`src/rtl/hz_pkg.sv`:
```
package hz_pkg;
   typedef enum logic [1:0] {
      SEL_RF  = 2'b00,
      SEL_EX  = 2'b01,
      SEL_MEM = 2'b10,
      SEL_WB  = 2'b11
   } fwd_sel_e;

   localparam int PATH_EX  = 0;
   localparam int PATH_MEM = 1;
   localparam int PATH_WB  = 2;
endpackage

```
`src/rtl/hz_track.sv`:
```
module hz_track #(
   parameter int REG_W = 5,
   parameter int LAT_W = 3
) (
   input  logic             clk,
   input  logic             rst_n,
   input  logic             in_valid,
   input  logic [REG_W-1:0] in_rd,
   input  logic [REG_W-1:0] in_rs1,
   input  logic [REG_W-1:0] in_rs2,
   input  logic [LAT_W-1:0] in_lat,
   input  logic             en_read,
   input  logic             en_exec,
   input  logic             bubble_exec,
   input  logic             bubble_mem,
   output logic             r_valid,
   output logic [REG_W-1:0] r_rs1,
   output logic [REG_W-1:0] r_rs2,
   output logic             x_valid,
   output logic [REG_W-1:0] x_rd,
   output logic             x_busy,
   output logic             m_valid,
   output logic [REG_W-1:0] m_rd,
   output logic             w_valid,
   output logic [REG_W-1:0] w_rd
);
   localparam logic [LAT_W-1:0] ONE_CYC = LAT_W'(1);

   logic [REG_W-1:0] r_rd;
   logic [LAT_W-1:0] r_lat;
   logic [LAT_W-1:0] x_rem;
   logic [LAT_W-1:0] r_lat_eff;

   assign r_lat_eff = (r_lat == '0) ? ONE_CYC : r_lat;
   assign x_busy    = x_valid && (x_rem > ONE_CYC);

   always_ff @(posedge clk) begin
      if (!rst_n) begin
         r_valid <= 1'b0;
         r_rd    <= '0;
         r_rs1   <= '0;
         r_rs2   <= '0;
         r_lat   <= '0;
      end else if (en_read) begin
         r_valid <= in_valid;
         r_rd    <= in_rd;
         r_rs1   <= in_rs1;
         r_rs2   <= in_rs2;
         r_lat   <= in_lat;
      end
   end

   always_ff @(posedge clk) begin
      if (!rst_n) begin
         x_valid <= 1'b0;
         x_rd    <= '0;
         x_rem   <= '0;
      end else if (!en_exec) begin
         x_rem   <= x_rem - ONE_CYC;
      end else if (bubble_exec) begin
         x_valid <= 1'b0;
         x_rd    <= '0;
         x_rem   <= '0;
      end else begin
         x_valid <= r_valid;
         x_rd    <= r_rd;
         x_rem   <= r_lat_eff;
      end
   end

   always_ff @(posedge clk) begin
      if (!rst_n) begin
         m_valid <= 1'b0;
         m_rd    <= '0;
         w_valid <= 1'b0;
         w_rd    <= '0;
      end else begin
         m_valid <= bubble_mem ? 1'b0 : x_valid;
         m_rd    <= bubble_mem ? '0 : x_rd;
         w_valid <= m_valid;
         w_rd    <= m_rd;
      end
   end
endmodule

```
`src/rtl/hz_opsel.sv`:
```
module hz_opsel
   import hz_pkg::*;
#(
   parameter int REG_W   = 5,
   parameter bit USE_EX  = 1'b1,
   parameter bit USE_MEM = 1'b1,
   parameter bit USE_WB  = 1'b1
) (
   input  logic [REG_W-1:0] src,
   input  logic             r_valid,
   input  logic             x_valid,
   input  logic [REG_W-1:0] x_rd,
   input  logic             x_busy,
   input  logic             m_valid,
   input  logic [REG_W-1:0] m_rd,
   input  logic             w_valid,
   input  logic [REG_W-1:0] w_rd,
   output logic [1:0]       sel,
   output logic             need_stall
);
   logic hit_x, hit_m, hit_w;
   logic ok_x, ok_m;
   fwd_sel_e wb_choice;
   fwd_sel_e pick;
   logic     block;

   assign hit_x = x_valid && (src != '0) && (x_rd == src);
   assign hit_m = m_valid && (src != '0) && (m_rd == src);
   assign hit_w = w_valid && (src != '0) && (w_rd == src);

   if (USE_EX) begin : g_ex_on
      assign ok_x = !x_busy;
   end else begin : g_ex_off
      assign ok_x = 1'b0;
   end

   if (USE_MEM) begin : g_mem_on
      assign ok_m = 1'b1;
   end else begin : g_mem_off
      assign ok_m = 1'b0;
   end

   if (USE_WB) begin : g_wb_on
      assign wb_choice = SEL_WB;
   end else begin : g_wb_off
      assign wb_choice = SEL_RF;
   end

   always_comb begin
      pick  = SEL_RF;
      block = 1'b0;
      if (hit_x) begin
         pick  = ok_x ? SEL_EX : SEL_RF;
         block = !ok_x;
      end else if (hit_m) begin
         pick  = ok_m ? SEL_MEM : SEL_RF;
         block = !ok_m;
      end else if (hit_w) begin
         pick  = wb_choice;
      end
   end

   assign sel        = r_valid ? pick : SEL_RF;
   assign need_stall = r_valid && block;
endmodule

```
`src/rtl/hazard_ctl.sv`:
```
module hazard_ctl
   import hz_pkg::*;
#(
   parameter int       REG_W  = 5,
   parameter int       LAT_W  = 3,
   parameter bit [2:0] BYPASS = 3'b111
) (
   input  logic             clk,
   input  logic             rst_n,
   input  logic             in_valid,
   input  logic [REG_W-1:0] in_rd,
   input  logic [REG_W-1:0] in_rs1,
   input  logic [REG_W-1:0] in_rs2,
   input  logic [LAT_W-1:0] in_lat,
   output logic [1:0]       sel_a,
   output logic [1:0]       sel_b,
   output logic             en_fetch,
   output logic             en_read,
   output logic             en_exec,
   output logic             bubble_exec,
   output logic             bubble_mem
);
   localparam bit HAS_EX  = BYPASS[PATH_EX];
   localparam bit HAS_MEM = BYPASS[PATH_MEM];
   localparam bit HAS_WB  = BYPASS[PATH_WB];

   if (REG_W < 1 || REG_W > 8) begin : g_chk_reg
      $error("hazard_ctl: REG_W out of range");
   end
   if (LAT_W < 1 || LAT_W > 8) begin : g_chk_lat
      $error("hazard_ctl: LAT_W out of range");
   end

   logic             r_valid;
   logic [REG_W-1:0] r_rs1, r_rs2;
   logic             x_valid, x_busy, m_valid, w_valid;
   logic [REG_W-1:0] x_rd, m_rd, w_rd;
   logic [REG_W-1:0] srcs [2];
   logic [1:0]       sels [2];
   logic [1:0]       stl;
   logic             hazard;

   hz_track #(.REG_W(REG_W), .LAT_W(LAT_W)) u_track (
      .clk(clk), .rst_n(rst_n),
      .in_valid(in_valid), .in_rd(in_rd), .in_rs1(in_rs1), .in_rs2(in_rs2), .in_lat(in_lat),
      .en_read(en_read), .en_exec(en_exec),
      .bubble_exec(bubble_exec), .bubble_mem(bubble_mem),
      .r_valid(r_valid), .r_rs1(r_rs1), .r_rs2(r_rs2),
      .x_valid(x_valid), .x_rd(x_rd), .x_busy(x_busy),
      .m_valid(m_valid), .m_rd(m_rd), .w_valid(w_valid), .w_rd(w_rd)
   );

   assign srcs[0] = r_rs1;
   assign srcs[1] = r_rs2;

   for (genvar g = 0; g < 2; g++) begin : g_op
      hz_opsel #(.REG_W(REG_W), .USE_EX(HAS_EX), .USE_MEM(HAS_MEM), .USE_WB(HAS_WB)) u_sel (
         .src(srcs[g]), .r_valid(r_valid),
         .x_valid(x_valid), .x_rd(x_rd), .x_busy(x_busy),
         .m_valid(m_valid), .m_rd(m_rd), .w_valid(w_valid), .w_rd(w_rd),
         .sel(sels[g]), .need_stall(stl[g])
      );
   end

   assign hazard      = |stl;
   assign sel_a       = sels[0];
   assign sel_b       = sels[1];
   assign en_exec     = !x_busy;
   assign en_read     = !(hazard || x_busy);
   assign en_fetch    = en_read;
   assign bubble_exec = hazard && !x_busy;
   assign bubble_mem  = x_busy;
endmodule

```
`config.mk`:
```
export PLATFORM = sky130hd
export DESIGN_NAME = hazard_ctl
export DESIGN_NICKNAME = d
export VERILOG_FILES = /design/src/rtl/hz_pkg.sv /design/src/rtl/hz_track.sv /design/src/rtl/hz_opsel.sv /design/src/rtl/hazard_ctl.sv
export SDC_FILE = /design/constraint.sdc
export NUM_CORES = 1
export LEC_CHECK = 0
export BUFFER_PORTS_ARGS = -buffer_cell sky130_fd_sc_hd__buf_4
export CORE_ASPECT_RATIO = 0.8
export CORE_MARGIN = 8
export CORE_UTILIZATION = 23
export DETAILED_ROUTE_END_ITERATION = 6
export GPL_TIMING_DRIVEN = 0
export HOLD_SLACK_MARGIN = 0.05
export SYNTH_ARGS = -nofsm -noshare
export SYNTH_HDL_FRONTEND = slang
export SYNTH_SLANG_ARGS = --single-unit
```
`constraint.sdc`:
```
create_clock -name clk -period 1.65 [get_ports clk]
set_input_delay 0.33 -clock clk [delete_from_list [all_inputs] [get_ports clk]]
set_output_delay 0.33 -clock clk [all_outputs]
set_load 0.02 [all_outputs]
```
=== Word level (Yosys, flattened, before mapping) ===
Cells that the tools add are included.

* Bitwise operators: 1
* Order comparisons: 1
* Equal/unequal tests: 6
* Add/sub/neg operators: 1
* Reduce and logical (&&, ||, !) cells: 24
* Mux-type cells: 16

{| class="wikitable"
|+ Operators by type and width
! cell !! count
|-
| == test 5 bit || 6
|-
| logical AND 1 bit || 16
|-
| two-way mux 2 bit || 8
|-
| nonzero test 5 bit || 2
|-
| two-way mux 3 bit || 3
|-
| two-way mux 5 bit || 1
|-
| two-way mux 1 bit || 4
|-
| OR reduction 2 bit || 2
|-
| > comparator 3 x 1 -> 1 bit (second input constant) || 1
|-
| logical NOT 3 bit || 1
|-
| subtractor 3 x 1 -> 3 bit (second input constant) || 1
|-
| logical NOT 1 bit || 2
|-
| logical OR 1 bit || 1
|-
| inverter 1 bit || 1
|}

* Register bits: 40
* Output and inout bits: 9
* Logic and storage cells: 61

=== Depth between registers and ports, before layout ===
* Word-level depth: 9
* Depth in mapped cells: 8

=== Cells and area by module ===
Synthesis repeated with hierarchy kept, for this count alone.

* Cell total of the unflattened synthesis: 210
* Area, all modules: 2008.2 um^2

{| class="wikitable"
|+ By module, submodules not included
! module !! cells each !! area each (um^2) !! times used !! sequential area each (um^2)
|-
| hz_track || 142 || 1493.9 || 1 || 800.8
|-
| hz_opsel || 32 || 244.0 || 2 || 0.0
|-
| hazard_ctl || 4 || 26.3 || 1 || 0.0
|}

=== Least setup slack after synthesis ===
OpenSTA, ideal clock, no wires.

* Path type: register -> output
* Start point: register u_track.r_rs2[0]
* End point: output port sel_b[0]
* Data required time: 1.320 ns
* Slack: -0.068 ns
* Arrival: 1.388 ns
* Stages on the path, launching flop included: 6
* Path buffers: 1
* Cells stage by stage: dfxtp_1 buf_2 xor2_1 nor4_2 o2111ai_1 o22ai_1

* Longest elaborated chain between the ends: 7

{| class="wikitable"
|+ Ends and longest elaborated chain
! item !! RTL line !! RTL
|-
| from (decl) || hz_track.sv:18 || <nowiki>output logic [REG_W-1:0] r_rs2,</nowiki>
|-
| from (signal assigned) || hz_track.sv:48 || <nowiki>r_rs2 <= in_rs2;</nowiki>
|-
| nonzero test 5 bit || hz_opsel.sv:27, hz_opsel.sv:28, hz_opsel.sv:29 ||
|-
| logical AND 1 bit (2 in series) || hz_opsel.sv:29 || <nowiki>assign hit_w = w_valid && (src != '0) && (w_rd == src);</nowiki>
|-
| two-way mux 2 bit || hz_opsel.sv:58 || <nowiki>end else if (hit_w) begin</nowiki>
|-
| two-way mux 2 bit || hz_opsel.sv:55 || <nowiki>end else if (hit_m) begin</nowiki>
|-
| two-way mux 2 bit * || hz_opsel.sv:52 || <nowiki>if (hit_x) begin</nowiki>
|-
| two-way mux 2 bit * || hz_opsel.sv:63 || <nowiki>assign sel = r_valid ? pick : SEL_RF;</nowiki>
|-
| to (decl) || hazard_ctl.sv:16 || <nowiki>output logic [1:0] sel_b,</nowiki>
|}

Mark *: on every way between the ends. The rest lies on a longest branch, timed or not.

=== Final worst setup path ===
* Start point: register u_track.r_rs1[0]
* End point: output port sel_a[1]

* Longest elaborated chain between the ends: 7

{| class="wikitable"
|+ Ends and longest elaborated chain
! item !! RTL line !! RTL
|-
| from (decl) || hz_track.sv:17 || <nowiki>output logic [REG_W-1:0] r_rs1,</nowiki>
|-
| from (signal assigned) || hz_track.sv:47 || <nowiki>r_rs1 <= in_rs1;</nowiki>
|-
| nonzero test 5 bit || hz_opsel.sv:27, hz_opsel.sv:28, hz_opsel.sv:29 ||
|-
| logical AND 1 bit (2 in series) || hz_opsel.sv:29 ||
|-
| two-way mux 2 bit || hz_opsel.sv:58 ||
|-
| two-way mux 2 bit || hz_opsel.sv:55 ||
|-
| two-way mux 2 bit * || hz_opsel.sv:52 ||
|-
| two-way mux 2 bit * || hz_opsel.sv:63 ||
|-
| to (decl) || hazard_ctl.sv:15 || <nowiki>output logic [1:0] sel_a,</nowiki>
|}

Marked as above.

==> qor.csv <==
metric;value;unit
status;finished, violations left;
violations;negative setup slack;
cts_tree;built;
category_of_the_critical_setup_timing_path;reg2out;
dr_vias;1548;
share_clk_of_total_power;39.0;%
end_kind;primary output;
relative_area_change_from_synthesis_to_final_layout;34.5;%
synth.largest_area_cell;dfxtp_1;
ant_nets_after_route;0;
final_cell_count_no_fill;371;
p_comb_share;15.5;%
holdBufCountCts;0;
grt_start_max_net_pins;14;
min_delay_path_depth;3;
clk-insertion-delay-late;0.29;ns
fin_nets;282;
critical_path_startpoint_category;register;
pin_count;30;
die_width;120;um
synth.area.top_cells;dfxtp_1 (41%), nand2_1 (11%), a21boi_0 (8.4%);
layout.area.seq;836;um^2
dp.cells;365;
gate_count_of_the_mapped_netlist;226;
setup_total_negative_slack;-2.22;ns
synth_edf_count;0;
first_pass_grt_wire_length;8050;um
power.switching;0.582;mW
globalRouteOverflowTotal;0;
footprint_of_the_multi_input_gates;1130;um^2
postRouteWirelength;4870;um
drive_gt1_share;32.4;%
drt_pass_1_iters;4;
gp_congestion;0.804;
r2r_cells;5;
post_drt_via_cell_ratio;4.17;
ys_ff_latch;40;
hold_viol;0;
p_int;1.81;mW
worstPathMaxFanout;5;
detail_route.wirelength.met1;2390;um
core_area;8410;um^2
post-route-drc-count;0;
grtUsageTotal;8.51;%
detailed_place_hpwl;3600;um
logic_depth_of_the_worst_path_buffers_included;6;
synth_warnings;0;
synth_common_cells;nand2_1 (56), dfxtp_1 (40), a21boi_0 (22), xor2_1 (16), xnor2_1 (15);
die_area;11800;um^2
post_drt_wl_per_cell;13.1;um
cp_cell_sequence;buf_4 > nor3_1 > nand2_1 > a41o_1 > o21ba_4 > buf_6;
timing.final.crit_share;125;%
synth_largest_type_area_fraction;40.5;%
finalWorstPathRequiredPeriod;2.06;ns
grt_setup_unrepaired;true;
postSynthNetCount;249;
final_design_area_no_fill;2660;um^2
io_buffers;27;
areal_power_density_over_the_cells;902;nW/um^2
die_height;98.9;um
peakVddDrop;0.343;mV
maximum_level_of_the_cts_h_tree;2;
critPathTopFamily;compound AO/OA/AOI/OAI gates;
min_delay_path_class;in2reg;
timing.clock.skew;0.00742;ns
netlist-cell-type-count;30;
worst_ep_arrival_time;1.73;ns
cap_viol_max_count;0;
worst_path_largest_cell_delay;0.35;ns
slowest_stage;dfxtp_4;
first_global_vias;1603;
avgSynthCellArea;8.74;um^2
finalSetupViolCount;8;
clkSinkCount;40;
timing.critical_path.buf_inv;2;
power_switching_share;24.3;%
antenna_found_initial;0;
maxSlewViolCount;0;
dpl_cell_area;2330;um^2
place_worst_setup_slack;-0.215;ns
antennaDiodeCount;0;
floorplan.initialDensity;23.5;%
cts-buffers-inserted;5;
fp-row-count;30;
post_synth_instance_area;1980;um^2
topRoutingLayerUsed;met4;
clk_pin_slew_worst_paths;0.07;ns
cts-root-buf;clkbuf_8;
initialDrtViolationCount;51;
synth_async_sr_flop_share;0;%
seq_power_share;45.6;%
worst-endpoint-required;1.32;ns
setup_slack;-0.407;ns
clk_path_buf_depth;2;
max_clock_freq;486;MHz
met2_length;2200;um
static-leakage-power;1.12;nW
synthMostInstantiatedCell;nand2_1;
fillers;901;
wl_met3;167;um
synth.yosys.seq_area_share;40.5;%
yosys_most_used_dff;dfxtp_1;
==> power groups by stage <==
stage | Sequential, mW | Clock (mW) | Combinational (mW)
after floorplan | 1.07 | 0 | 0.251
after global routing | 1.10 | 0.996 | 0.411
after detailed placement | 1.08 | 0 | 0.349
after global placement | 1.08 | 0 | 0.344
final | 1.09 | 0.934 | 0.370
after CTS | 1.09 | 0.955 | 0.352
==> per-layer routing <==
layer	global-route usage (%)	vias to the layer above
met5	0	-
met4	3.45	0
met3	2.57	10
met2	13.0	26
met1	10.9	714
li1	-	798
==> sequential cells by signal, indices dropped and copies added (netlist names), 3 cells and up <==
register / count
u_track.x_rem: 3
u_track.r_rs2: 5
u_track.m_rd: 5
u_track.w_rd: 5
u_track.r_lat: 3
u_track.r_rd: 5
u_track.r_rs1: 5
u_track.x_rd: 5
==> per-stage QoR <==
step | power [mW] | hold slack, ns | util [%]
finish | 2.40 | 0.281 | 31.6
global placement | 1.42 | 0.439 | 27.8
detailed placement | 1.43 | 0.452 | 27.8
global route | 2.51 | 0.285 | 31.6
floorplan | 1.32 | 0.431 | -
CTS | 2.39 | 0.281 | 30.8
==> kinds of logic (layout without fill, tap and decap cells) <==
family,Yosys count,in the layout,synth area share [%]
flops,40,40,40.5
simple gates,87,87,21.3
buf+inv,27,60,7.41
fa+ha+maj,2,2,1.27
other cells,1,1,0.190
xor+xnor,31,31,13.7
compound gates,38,38,15.5
==> cells in the final DEF (no fill, tap or decap) <==
master	n
nor4_2	1
o2111ai_1	2
dfxtp_4	7
a21boi_1	5
o311a_1	1
nand4_1	4
o21a_4	1
a41o_1	2
nand2_2	1
buf_4	33
nor3b_2	1
o22ai_2	2
xor2_1	13
o211a_1	2
nor2_1	3
conb_1	1
dfxtp_2	7
buf_6	9
clkbuf_1	4
buf_8	2
o21ba_4	3
and3_1	8
ha_1	1
xnor2_1	15
xor2_2	3
nor4_4	3
inv_2	2
ha_4	1
nor3_1	2
clkbuf_8	5
inv_1	2
and2_1	8
nand2_1	55
clkinv_4	1
nor3b_1	1
dfxtp_1	26
a21boi_0	20
bufinv_16	2
==> area by class of cell <==
| class | instances | area share, % |
|---|---|---|
| multi-input cells | 159 | 42.7 |
| flip-flops and latches | 40 | 31.5 |
| repair buffers | 39 | 12.1 |
| well taps | 112 | 5.27 |
| plain buffers | 9 | 2.68 |
| clock buffers | 5 | 2.59 |
| clock inverters | 2 | 2.26 |
| inverters | 5 | 0.895 |
==> tightest hold or removal path, stage by stage <==
cell and delay (ns):
buf_4 0.11, nand2_1 0.05, a21boi_1 0.05
==> worst paths after layout <==
| check | from | endpoint | slack, ns |
|---|---|---|---|
| min reg2reg | u_track.r_rd[2]$_SDFFE_PN0P_ | u_track.r_rd[2]$_SDFFE_PN0P_ | 0.46 |
| min | in_rs2[4] | u_track.r_rs2[4]$_SDFFE_PN0P_ | 0.28 |
| max reg2reg | u_track.x_rem[1]$_SDFF_PN0_ | u_track.x_rem[0]$_SDFF_PN0_ | 0.12 |
| max | u_track.r_rs1[0]$_SDFFE_PN0P_ | sel_a[1] | -0.41 |
==> what timing repair did <==
action                                 CTS  global route
endpoints found under the hold margin    0             0
pin swaps                               13            11
buffers inserted                         8             4
setup endpoints to repair               17            18
gates resized for setup                 40            15
(Power assumes the default switching activity.)
